File: src/rtl/led_pkg.sv
package led_pkg;

   typedef enum logic [2:0] {
      MODE_ACT_COL    = 3'b000,
      MODE_LINK_PART  = 3'b001,
      MODE_LOOP_DIS   = 3'b010,
      MODE_JAB_COL    = 3'b011,
      MODE_ACT_LINK   = 3'b100,
      MODE_LINK_BLINK = 3'b101,
      MODE_COMBO      = 3'b110,
      MODE_DARK       = 3'b111
   } led_mode_e;

endpackage

File: src/rtl/led_event_stretch.sv
module led_event_stretch #(
   parameter int NUM_PORTS = 5,
   parameter int HOLD_MS   = 130
) (
   input  logic                 clk,
   input  logic                 rst_n,
   input  logic                 tick_i,
   input  logic [NUM_PORTS-1:0] raw_i,
   output logic [NUM_PORTS-1:0] act_o
);

   localparam int CW = $clog2(HOLD_MS + 1);
   localparam logic [CW-1:0] LOAD = CW'(HOLD_MS);

   for (genvar p = 0; p < NUM_PORTS; p++) begin : g_port
      logic [CW-1:0] cnt_q;

      always_ff @(posedge clk or negedge rst_n) begin
         if (!rst_n) begin
            cnt_q <= '0;
         end else if (raw_i[p]) begin
            cnt_q <= LOAD;
         end else if (tick_i && (cnt_q != '0)) begin
            cnt_q <= cnt_q - 1'b1;
         end
      end

      assign act_o[p] = (cnt_q != '0);


      stretch_load_chk: assert property (@(posedge clk) disable iff (!rst_n)
         raw_i[p] |=> act_o[p]);


      stretch_keep_chk: assert property (@(posedge clk) disable iff (!rst_n)
         (act_o[p] && !tick_i) |=> act_o[p]);
   end

endmodule

File: src/rtl/led_blink_gen.sv
module led_blink_gen #(
   parameter int HALF_MS = 65
) (
   input  logic clk,
   input  logic rst_n,
   input  logic tick_i,
   output logic phase_o
);

   localparam int CW = (HALF_MS > 1) ? $clog2(HALF_MS) : 1;
   localparam logic [CW-1:0] LAST = CW'(HALF_MS - 1);

   logic [CW-1:0] cnt_q;
   logic          phase_q;

   always_ff @(posedge clk or negedge rst_n) begin
      if (!rst_n) begin
         cnt_q   <= '0;
         phase_q <= 1'b0;
      end else if (tick_i) begin
         if (cnt_q == LAST) begin
            cnt_q   <= '0;
            phase_q <= ~phase_q;
         end else begin
            cnt_q <= cnt_q + 1'b1;
         end
      end
   end

   assign phase_o = phase_q;


   phase_hold_chk: assert property (@(posedge clk) disable iff (!rst_n)
      !tick_i |=> $stable(phase_o));

endmodule

File: src/rtl/led_bank_select.sv
module led_bank_select #(
   parameter int NUM_PORTS = 5
) (
   input  led_pkg::led_mode_e   mode_i,
   input  logic [NUM_PORTS-1:0] carrier_i,
   input  logic [NUM_PORTS-1:0] collision_i,
   input  logic [NUM_PORTS-1:0] partition_i,
   input  logic [NUM_PORTS-1:0] link_i,
   input  logic [NUM_PORTS-1:0] loopback_i,
   input  logic [NUM_PORTS-1:0] disabled_i,
   input  logic [NUM_PORTS-1:0] jabber_i,
   output logic [NUM_PORTS-1:0] a_solid_o,
   output logic [NUM_PORTS-1:0] a_blink_o,
   output logic [NUM_PORTS-1:0] b_solid_o,
   output logic [NUM_PORTS-1:0] b_blink_o
);

   import led_pkg::*;

   always_comb begin
      a_solid_o = '0;
      a_blink_o = '0;
      b_solid_o = '0;
      b_blink_o = '0;
      unique case (mode_i)
         MODE_ACT_COL: begin
            a_solid_o = carrier_i;
            b_solid_o = collision_i;
         end
         MODE_LINK_PART: begin
            a_solid_o = link_i;
            b_solid_o = partition_i;
         end
         MODE_LOOP_DIS: begin
            a_solid_o = loopback_i;
            b_solid_o = disabled_i;
         end
         MODE_JAB_COL: begin
            a_solid_o = jabber_i;
            b_solid_o = collision_i;
         end
         MODE_ACT_LINK: begin
            a_solid_o = carrier_i;
            b_solid_o = link_i;
         end
         MODE_LINK_BLINK: begin
            a_solid_o = link_i;
            a_blink_o = collision_i;
            b_solid_o = disabled_i;
            b_blink_o = jabber_i;
         end
         MODE_COMBO: begin
            a_solid_o = link_i | partition_i;
            a_blink_o = carrier_i;
            b_solid_o = partition_i;
            b_blink_o = collision_i;
         end
         MODE_DARK: begin
            a_solid_o = '0;
         end
         default: begin
            a_solid_o = '0;
         end
      endcase
   end

endmodule

File: src/rtl/led_pin_drive.sv
module led_pin_drive #(
   parameter int NUM_PORTS = 5
) (
   input  logic                 clk,
   input  logic                 rst_n,
   input  logic                 phase_i,
   input  logic [NUM_PORTS-1:0] a_solid_i,
   input  logic [NUM_PORTS-1:0] a_blink_i,
   input  logic [NUM_PORTS-1:0] b_solid_i,
   input  logic [NUM_PORTS-1:0] b_blink_i,
   output logic [NUM_PORTS-1:0] led_a_n_o,
   output logic [NUM_PORTS-1:0] led_b_n_o,
   output logic                 led_ga_n_o,
   output logic                 led_gb_n_o
);

   logic [NUM_PORTS-1:0] a_lit, b_lit;

   for (genvar p = 0; p < NUM_PORTS; p++) begin : g_pin
      assign a_lit[p] = a_blink_i[p] ? phase_i : a_solid_i[p];
      assign b_lit[p] = b_blink_i[p] ? phase_i : b_solid_i[p];


      blink_prio_a_chk: assert property (@(posedge clk) disable iff (!rst_n)
         (a_blink_i[p] && !phase_i) |=> led_a_n_o[p]);


      blink_lit_b_chk: assert property (@(posedge clk) disable iff (!rst_n)
         (b_blink_i[p] && phase_i) |=> !led_b_n_o[p]);


      solid_a_chk: assert property (@(posedge clk) disable iff (!rst_n)
         (a_solid_i[p] && !a_blink_i[p]) |=> !led_a_n_o[p]);
   end

   always_ff @(posedge clk or negedge rst_n) begin
      if (!rst_n) begin
         led_a_n_o  <= '1;
         led_b_n_o  <= '1;
         led_ga_n_o <= 1'b1;
         led_gb_n_o <= 1'b1;
      end else begin
         led_a_n_o  <= ~a_lit;
         led_b_n_o  <= ~b_lit;
         led_ga_n_o <= ~|(a_solid_i | a_blink_i);
         led_gb_n_o <= ~|(b_solid_i | b_blink_i);
      end
   end


   global_a_chk: assert property (@(posedge clk) disable iff (!rst_n)
      (|(a_solid_i | a_blink_i)) |=> !led_ga_n_o);


   global_b_idle_chk: assert property (@(posedge clk) disable iff (!rst_n)
      !(|(b_solid_i | b_blink_i)) |=> led_gb_n_o);

endmodule

File: src/rtl/led_status_driver.sv
module led_status_driver #(
   parameter int NUM_PORTS     = 5,
   parameter int NUM_TP        = 4,
   parameter int BLINK_HALF_MS = 65,
   parameter int STRETCH_MS    = 130
) (
   input  logic                 clk,
   input  logic                 rst_n,
   input  logic                 ms_tick_i,
   input  logic [2:0]           mode_i,
   input  logic [NUM_PORTS-1:0] carrier_i,
   input  logic [NUM_PORTS-1:0] collision_i,
   input  logic [NUM_PORTS-1:0] partition_i,
   input  logic [NUM_PORTS-1:0] link_i,
   input  logic [NUM_PORTS-1:0] loopback_i,
   input  logic [NUM_PORTS-1:0] disabled_i,
   input  logic [NUM_PORTS-1:0] jabber_i,
   output logic [NUM_PORTS-1:0] led_a_n_o,
   output logic [NUM_PORTS-1:0] led_b_n_o,
   output logic                 led_ga_n_o,
   output logic                 led_gb_n_o
);

   import led_pkg::*;

   if (NUM_PORTS < 1) begin : g_bad_ports
      $error("led_status_driver: NUM_PORTS must be at least 1");
   end
   if ((NUM_TP < 0) || (NUM_TP > NUM_PORTS)) begin : g_bad_tp
      $error("led_status_driver: NUM_TP must lie in 0..NUM_PORTS");
   end
   if (BLINK_HALF_MS < 1) begin : g_bad_half
      $error("led_status_driver: BLINK_HALF_MS must be at least 1");
   end
   if (STRETCH_MS < 2 * BLINK_HALF_MS) begin : g_bad_stretch
      $error("led_status_driver: STRETCH_MS must cover one full blink period");
   end

   logic [NUM_PORTS-1:0] tp_mask;
   for (genvar p = 0; p < NUM_PORTS; p++) begin : g_mask
      if (p < NUM_TP) begin : g_tp
         assign tp_mask[p] = 1'b1;
      end else begin : g_aui
         assign tp_mask[p] = 1'b0;
      end
   end

   led_mode_e            mode_q;
   logic [NUM_PORTS-1:0] part_q, link_q, loop_q, dis_q, jab_q;

   always_ff @(posedge clk or negedge rst_n) begin
      if (!rst_n) begin
         mode_q <= MODE_ACT_COL;
         part_q <= '0;
         link_q <= '0;
         loop_q <= '0;
         dis_q  <= '0;
         jab_q  <= '0;
      end else begin
         mode_q <= led_mode_e'(mode_i);
         part_q <= partition_i;
         link_q <= link_i & tp_mask;
         loop_q <= loopback_i;
         dis_q  <= disabled_i;
         jab_q  <= jabber_i;
      end
   end

   logic [NUM_PORTS-1:0] car_act, col_act;

   led_event_stretch #(.NUM_PORTS(NUM_PORTS), .HOLD_MS(STRETCH_MS)) u_car_stretch (
      .clk    (clk),
      .rst_n  (rst_n),
      .tick_i (ms_tick_i),
      .raw_i  (carrier_i),
      .act_o  (car_act)
   );

   led_event_stretch #(.NUM_PORTS(NUM_PORTS), .HOLD_MS(STRETCH_MS)) u_col_stretch (
      .clk    (clk),
      .rst_n  (rst_n),
      .tick_i (ms_tick_i),
      .raw_i  (collision_i),
      .act_o  (col_act)
   );

   logic phase;

   led_blink_gen #(.HALF_MS(BLINK_HALF_MS)) u_blink (
      .clk     (clk),
      .rst_n   (rst_n),
      .tick_i  (ms_tick_i),
      .phase_o (phase)
   );

   logic [NUM_PORTS-1:0] a_solid, a_blink, b_solid, b_blink;

   led_bank_select #(.NUM_PORTS(NUM_PORTS)) u_select (
      .mode_i      (mode_q),
      .carrier_i   (car_act),
      .collision_i (col_act),
      .partition_i (part_q),
      .link_i      (link_q),
      .loopback_i  (loop_q),
      .disabled_i  (dis_q),
      .jabber_i    (jab_q),
      .a_solid_o   (a_solid),
      .a_blink_o   (a_blink),
      .b_solid_o   (b_solid),
      .b_blink_o   (b_blink)
   );

   led_pin_drive #(.NUM_PORTS(NUM_PORTS)) u_drive (
      .clk        (clk),
      .rst_n      (rst_n),
      .phase_i    (phase),
      .a_solid_i  (a_solid),
      .a_blink_i  (a_blink),
      .b_solid_i  (b_solid),
      .b_blink_i  (b_blink),
      .led_a_n_o  (led_a_n_o),
      .led_b_n_o  (led_b_n_o),
      .led_ga_n_o (led_ga_n_o),
      .led_gb_n_o (led_gb_n_o)
   );


   dark_code_chk: assert property (@(posedge clk) disable iff (!rst_n)
      (mode_q == MODE_DARK) |=> ((&led_a_n_o) && (&led_b_n_o) && led_ga_n_o && led_gb_n_o));


   aui_link_chk: assert property (@(posedge clk) disable iff (!rst_n)
      (mode_q == MODE_LINK_PART) |-> ((link_q & ~tp_mask) == '0));

endmodule

File: config.mk
export PLATFORM = sky130hd
export DESIGN_NAME = led_status_driver
export DESIGN_NICKNAME = d
export VERILOG_FILES = /design/src/rtl/led_pkg.sv /design/src/rtl/led_event_stretch.sv /design/src/rtl/led_blink_gen.sv /design/src/rtl/led_bank_select.sv /design/src/rtl/led_pin_drive.sv /design/src/rtl/led_status_driver.sv
export SDC_FILE = /design/constraint.sdc
export NUM_CORES = 1
export LEC_CHECK = 0
export ABC_AREA = 1
export BUFFER_PORTS_ARGS = -buffer_cell sky130_fd_sc_hd__buf_2
export CAP_MARGIN = 20
export CORE_ASPECT_RATIO = 1.2
export CORE_MARGIN = 5
export CORE_UTILIZATION = 61
export DETAILED_ROUTE_END_ITERATION = 6
export PLACE_DENSITY = 0.81
export SYNTH_ARGS = -nofsm -noshare
export SYNTH_HDL_FRONTEND = slang
export SYNTH_HIERARCHICAL = 1
export SYNTH_SLANG_ARGS = --single-unit
File: constraint.sdc
create_clock -name clk -period 2.2 [get_ports clk]
set_clock_uncertainty 0.2 [all_clocks]
set_input_delay 0.44 -clock clk [delete_from_list [all_inputs] [get_ports clk]]
set_output_delay 0.44 -clock clk [all_outputs]
set_load 0.05 [all_outputs]
==> tab_implementation.tex <==
\begin{tabular}{lr}
\hline
Metric & Value \\
\hline
\multicolumn{2}{l}{\textbf{Power}} \\
\quad Power per cell area & 873 nW/µm² \\
\quad Final Power & 7.74 mW \\
\quad Net switching power & roughly 2.5 mW \\
\quad Fraction of power consumed by sequential logic & 37.7\% \\
\quad Internal power of the cells & roughly 5.2 mW \\
\quad Switching Fraction & 32.5\% \\
\quad Peak ir drop on the vdd network & 0.724 mV \\
\quad Leakage power & between 4 and 5 nW \\
\quad Part of the total power dissipated in combinational logic & 23.3\% \\
\quad Clock power frac & between 30\% and 40\% \\
\multicolumn{2}{l}{\textbf{Timing}} \\
\quad Pin slew with the least headroom to its limit & 528 ps \\
\quad Final TNS setup & 0 ps \\
\quad Final Cycle Share & 93.1\% \\
\quad Final Hold Viols & 0 \\
\quad Final worst path period need & about 2000 ps \\
\quad Max transition margin & 64.8\% \\
\quad Unrepaired setup endpoints after global routing & no \\
\quad Peak Freq & 488 MHz \\
\quad Total of endpoints with negative setup slack in the final report & 0 \\
\quad PnR worst setup slack & 151 ps \\
\quad Max-slew violation total from the final report & 0 \\
\multicolumn{2}{l}{\textbf{Setup path}} \\
\quad Top fanout value on the critical path & 5 \\
\quad Cells along the critical path & inv\_1 -> ha\_1 -> inv\_2 -> nor3\_2 -> nand2\_1 -> nand2\_1 -> o21ai\_0 -> nor2\_1 -> nand3\_1 -> nor2\_1 -> nand3\_1 -> nor2\_1 \\
\quad Top cell family by delay on the critical path & simple AND/OR/NAND/NOR gates \\
\quad Bufs and invs on worst path & 2 \\
\quad Reg-to-reg critical path startpoint & u\_car\_stretch/g\_port[0].cnt\_q[0]\$\_DFFE\_PN0P\_ \\
\quad Req. time, crit path & 2350 ps \\
\quad Most used cell, CP & nor2\_1 \\
\quad Sort of element at the start of the critical path & flop \\
\quad Data arrival at the endpoint of the critical path & $\sim$2200 ps \\
\quad Launch point of the worst path & u\_car\_stretch/g\_port[0].cnt\_q[0]\$\_DFFE\_PN0P\_ \\
\quad Worst setup path class & reg2reg \\
\quad Setup crit end kind & flop \\
\quad Slowest cell on the critical path & dfrtp\_1 \\
\quad Largest stage delay, worst path & 360 ps \\
\multicolumn{2}{l}{\textbf{Drt}} \\
\quad Total detailed-routing wirelength & about 18000 µm \\
\quad Total number of vias & 6784 \\
\quad Number of routed nets with antenna violations & 0 \\
\quad WL/cell & between 10 and 15 µm \\
\quad Number of iterations in the first detailed-routing pass & 5 \\
\quad Iter 0 DRT Violations & about 450 \\
\quad Number of vias per cell after detailed routing & $\sim$5.3 \\
\quad DRC violation count after routing & 0 \\
\multicolumn{2}{l}{\textbf{Cells and area}} \\
\quad Layout Nets & approximately 1200 \\
\quad Layout cells sized above 1 & 16.0\% \\
\quad Fin cells & 1283 \\
\quad Area grow syn2layout & 19.6\% \\
\quad Antenna fix cells & 0 \\
\multicolumn{2}{l}{\textbf{CTS}} \\
\quad Number of CTS-inserted buffers & 17 \\
\quad CTS Sinks & 127 \\
\quad Clock slew seen by the registers of the worst setup and hold paths & about 60 ps \\
\quad CTS max path bufs & 2 \\
\quad Clock root buffer & clkbuf\_16 \\
\quad Number of H-tree levels & 4 \\
\quad Later-pin clock latency in the skew report & 430 ps \\
\quad CTS tree & built \\
\multicolumn{2}{l}{\textbf{Floorplan}} \\
\quad Core region area & 12000 µm² \\
\quad Die Area & 14500 µm² \\
\quad Chip height & 131 µm \\
\quad Effective utilization at floorplan & 61.8\% \\
\quad Num ports & 53 \\
\quad Die Width & 111 µm \\
\quad Total number of placement rows & 44 \\
\multicolumn{2}{l}{\textbf{Status}} \\
\quad Run status & completed \\
\multicolumn{2}{l}{\textbf{Yosys}} \\
\quad Cell type with the largest total area after synthesis & dfrtp\_1 \\
\quad Register bit total from synthesis & about 130 \\
\quad Fraction of the yosys area taken by sequential cells & 43.1\% \\
\quad Yosys Warn Count & 6 \\
\quad Area share of the largest cell type after synthesis & 38.8\% \\
\quad Cell variety after synth & 34 \\
\quad Instance count of the mapped netlist & 1006 \\
\quad Synth Area per Inst & 7.37 µm² \\
\quad Top area cells in the synthesized netlist & dfrtp\_1, nand2\_1, inv\_1, nand3\_1, nor2\_1 \\
\quad Synthesized area & 7410 µm² \\
\multicolumn{2}{l}{\textbf{Placed design}} \\
\quad Pre-CTS worst setup slack & 179 ps \\
\quad Routability Congestion & approximately 0.86 \\
\quad Number of cells after detailed placement & 1223 \\
\quad Count of buffers from port buffering & just over 50 \\
\quad Half-perimeter wire length after placement & 11800 µm \\
\multicolumn{2}{l}{\textbf{Run}} \\
\quad Max-Cap Viols & 0 \\
\multicolumn{2}{l}{\textbf{Global route}} \\
\quad Total track usage & 25.3\% \\
\quad Maximum number of pins on one net before global-route repair & between 40 and 50 \\
\quad Number of antenna violations at the first check in global routing & 0 \\
\quad Final global-route overflow total & 0 \\
\quad Number of global-route vias before repair & around 6400 \\
\quad First-pass GRT wire length & approximately 30000 µm \\
\multicolumn{2}{l}{\textbf{Worst hold path}} \\
\quad Hold wc startpoint & carrier\_i[2] \\
\quad Path class of the lowest-slack min-delay path & in2reg \\
\hline
\end{tabular}
==> through the flow <==
stage,util [%],hold WS (ps),area (µm²)
2_1_floorplan,-,-55.6,7420
3_5_place_dp,66.1,227,7930
4_1_cts,73.7,7.08,8850
5_1_grt,73.8,7.68,8860
6_report,73.8,20.0,8860
3_3_place_gp,66.1,222,7930
==> Yosys cell counts <==
cell and instances:
a21oi_1 6, buf_2 3, buf_4 2, buf_6 2, clkinv_1 6, conb_1 1, dfrtp_1 115, dfstp_2 12
ha_1 12, inv_1 152, inv_2 8, inv_4 2, nand2_1 295, nand2_2 7, nand2_4 1, nand3_1 105
nand3_2 1, nand3_4 2, nand4_1 51, nor2_1 104, nor2_2 15, nor2_4 18, nor2_8 2, nor3_1 1
nor3_2 2, nor3_4 1, o21ai_0 27, o21ai_1 20, o21ai_2 4, o21bai_1 2, o21bai_2 8, o22ai_1 5
or2_2 1, xor2_1 13
==> cells in the final DEF (no fill, tap or decap), types with 2 or more instances in the layout <==
master         instances
nand3_1              105
o21ai_0               27
bufinv_16              4
dlygate4sd3_1         28
inv_1                152
inv_4                  2
clkinv_4               2
clkbuf_16             17
o21ai_2                4
inv_2                  8
clkinvlp_4             4
nor2_2                14
xor2_1                13
conb_1                 2
clkinv_2               2
dfrtp_1              115
nand2_1              295
o21bai_2               8
clkbuf_8               2
buf_12                 2
buf_2                 50
clkinv_1               6
nand3_4                2
nor2_4                19
a21oi_1                6
nor3_2                 3
nand2_2                7
o21bai_1               2
nand4_1               51
dfstp_2               12
nor2_1               104
buf_4                 10
o21ai_1               20
nor2_8                 2
ha_1                  11
o22ai_1                5
==> cell families (layout without fill, tap and decap cells) <==
group	after synthesis	in the layout	synth area share, %
other	1	2	0.0506
XOR/XNOR	13	13	1.54
buffers and inverters	175	290	9.28
flip-flops	127	127	43.1
AO/OA/AOI/OAI	72	72	5.89
AND/OR/NAND/NOR	606	606	38.1
adder cells (fa/ha/maj)	12	12	2.03
==> worst paths after layout <==
check	endpoint	slack (ps)	depth (start not counted)
worst min-delay path	u_car_stretch/g_port[2].cnt_q[6]$_DFFE_PN0P_	20	2
min in group asynchronous	u_col_stretch/g_port[1].cnt_q[0]$_DFFE_PN0P_	310	2
worst max register to register	u_drive/led_ga_n_o$_DFF_PN1_	150	12
worst max-delay path	u_drive/led_ga_n_o$_DFF_PN1_	150	12
max in group asynchronous	u_drive/led_b_n_o[2]$_DFF_PN1_	880	3
worst min register to register	u_col_stretch/g_port[2].cnt_q[0]$_DFFE_PN0P_	280	2
==> registers in the layout, indices dropped and copies added, names as in the netlist, 3 cells and up <==
register,cells
jab_q,5
u_col_stretch/g_port.cnt_q,40
mode_q,3
u_drive/led_b_n_o,5
u_drive/led_a_n_o,5
part_q,5
loop_q,5
link_q,4
u_car_stretch/g_port.cnt_q,40
dis_q,5
u_blink/cnt_q,7
==> final cells by class <==
| type | instances | area [µm²] |
|---|---|---|
| well taps | 161 | 201 |
| clock buffers | 19 | 453 |
| fillers | 952 | 3140 |
| multi-input cells | 705 | 3550 |
| clock inverters | 13 | 186 |
| flip-flops and latches | 127 | 3190 |
| inverters | 168 | 636 |
| repair buffers | 90 | 646 |
==> power by group through the flow <==
stage / logic [mW] / registers, mW / clock network, mW
4_1_cts: 1.77 / 2.91 / 3.06
3_5_place_dp: 1.71 / 2.93 / 0
3_3_place_gp: 1.64 / 2.93 / 0
5_1_grt: 2.03 / 2.95 / 3.17
2_1_floorplan: 1.22 / 2.97 / 0
6_report: 1.80 / 2.92 / 3.02
==> repair_timing <==
item | in CTS | in global routing
gates resized for setup | 0 | 3
setup endpoints to repair | 0 | 2
endpoints found under the hold margin | 53 | 0
hold buffers | 28 | 0
buffers inserted | 0 | 0
==> layer usage <==
layer	track usage, %	routed length (µm)	vias up
met1	30.0	7140	3140
met2	45.8	9010	205
met4	9.86	436	0
met5	0	0	-
met3	5.16	948	44
li1	-	-	3395
(Power assumes the default switching activity.)
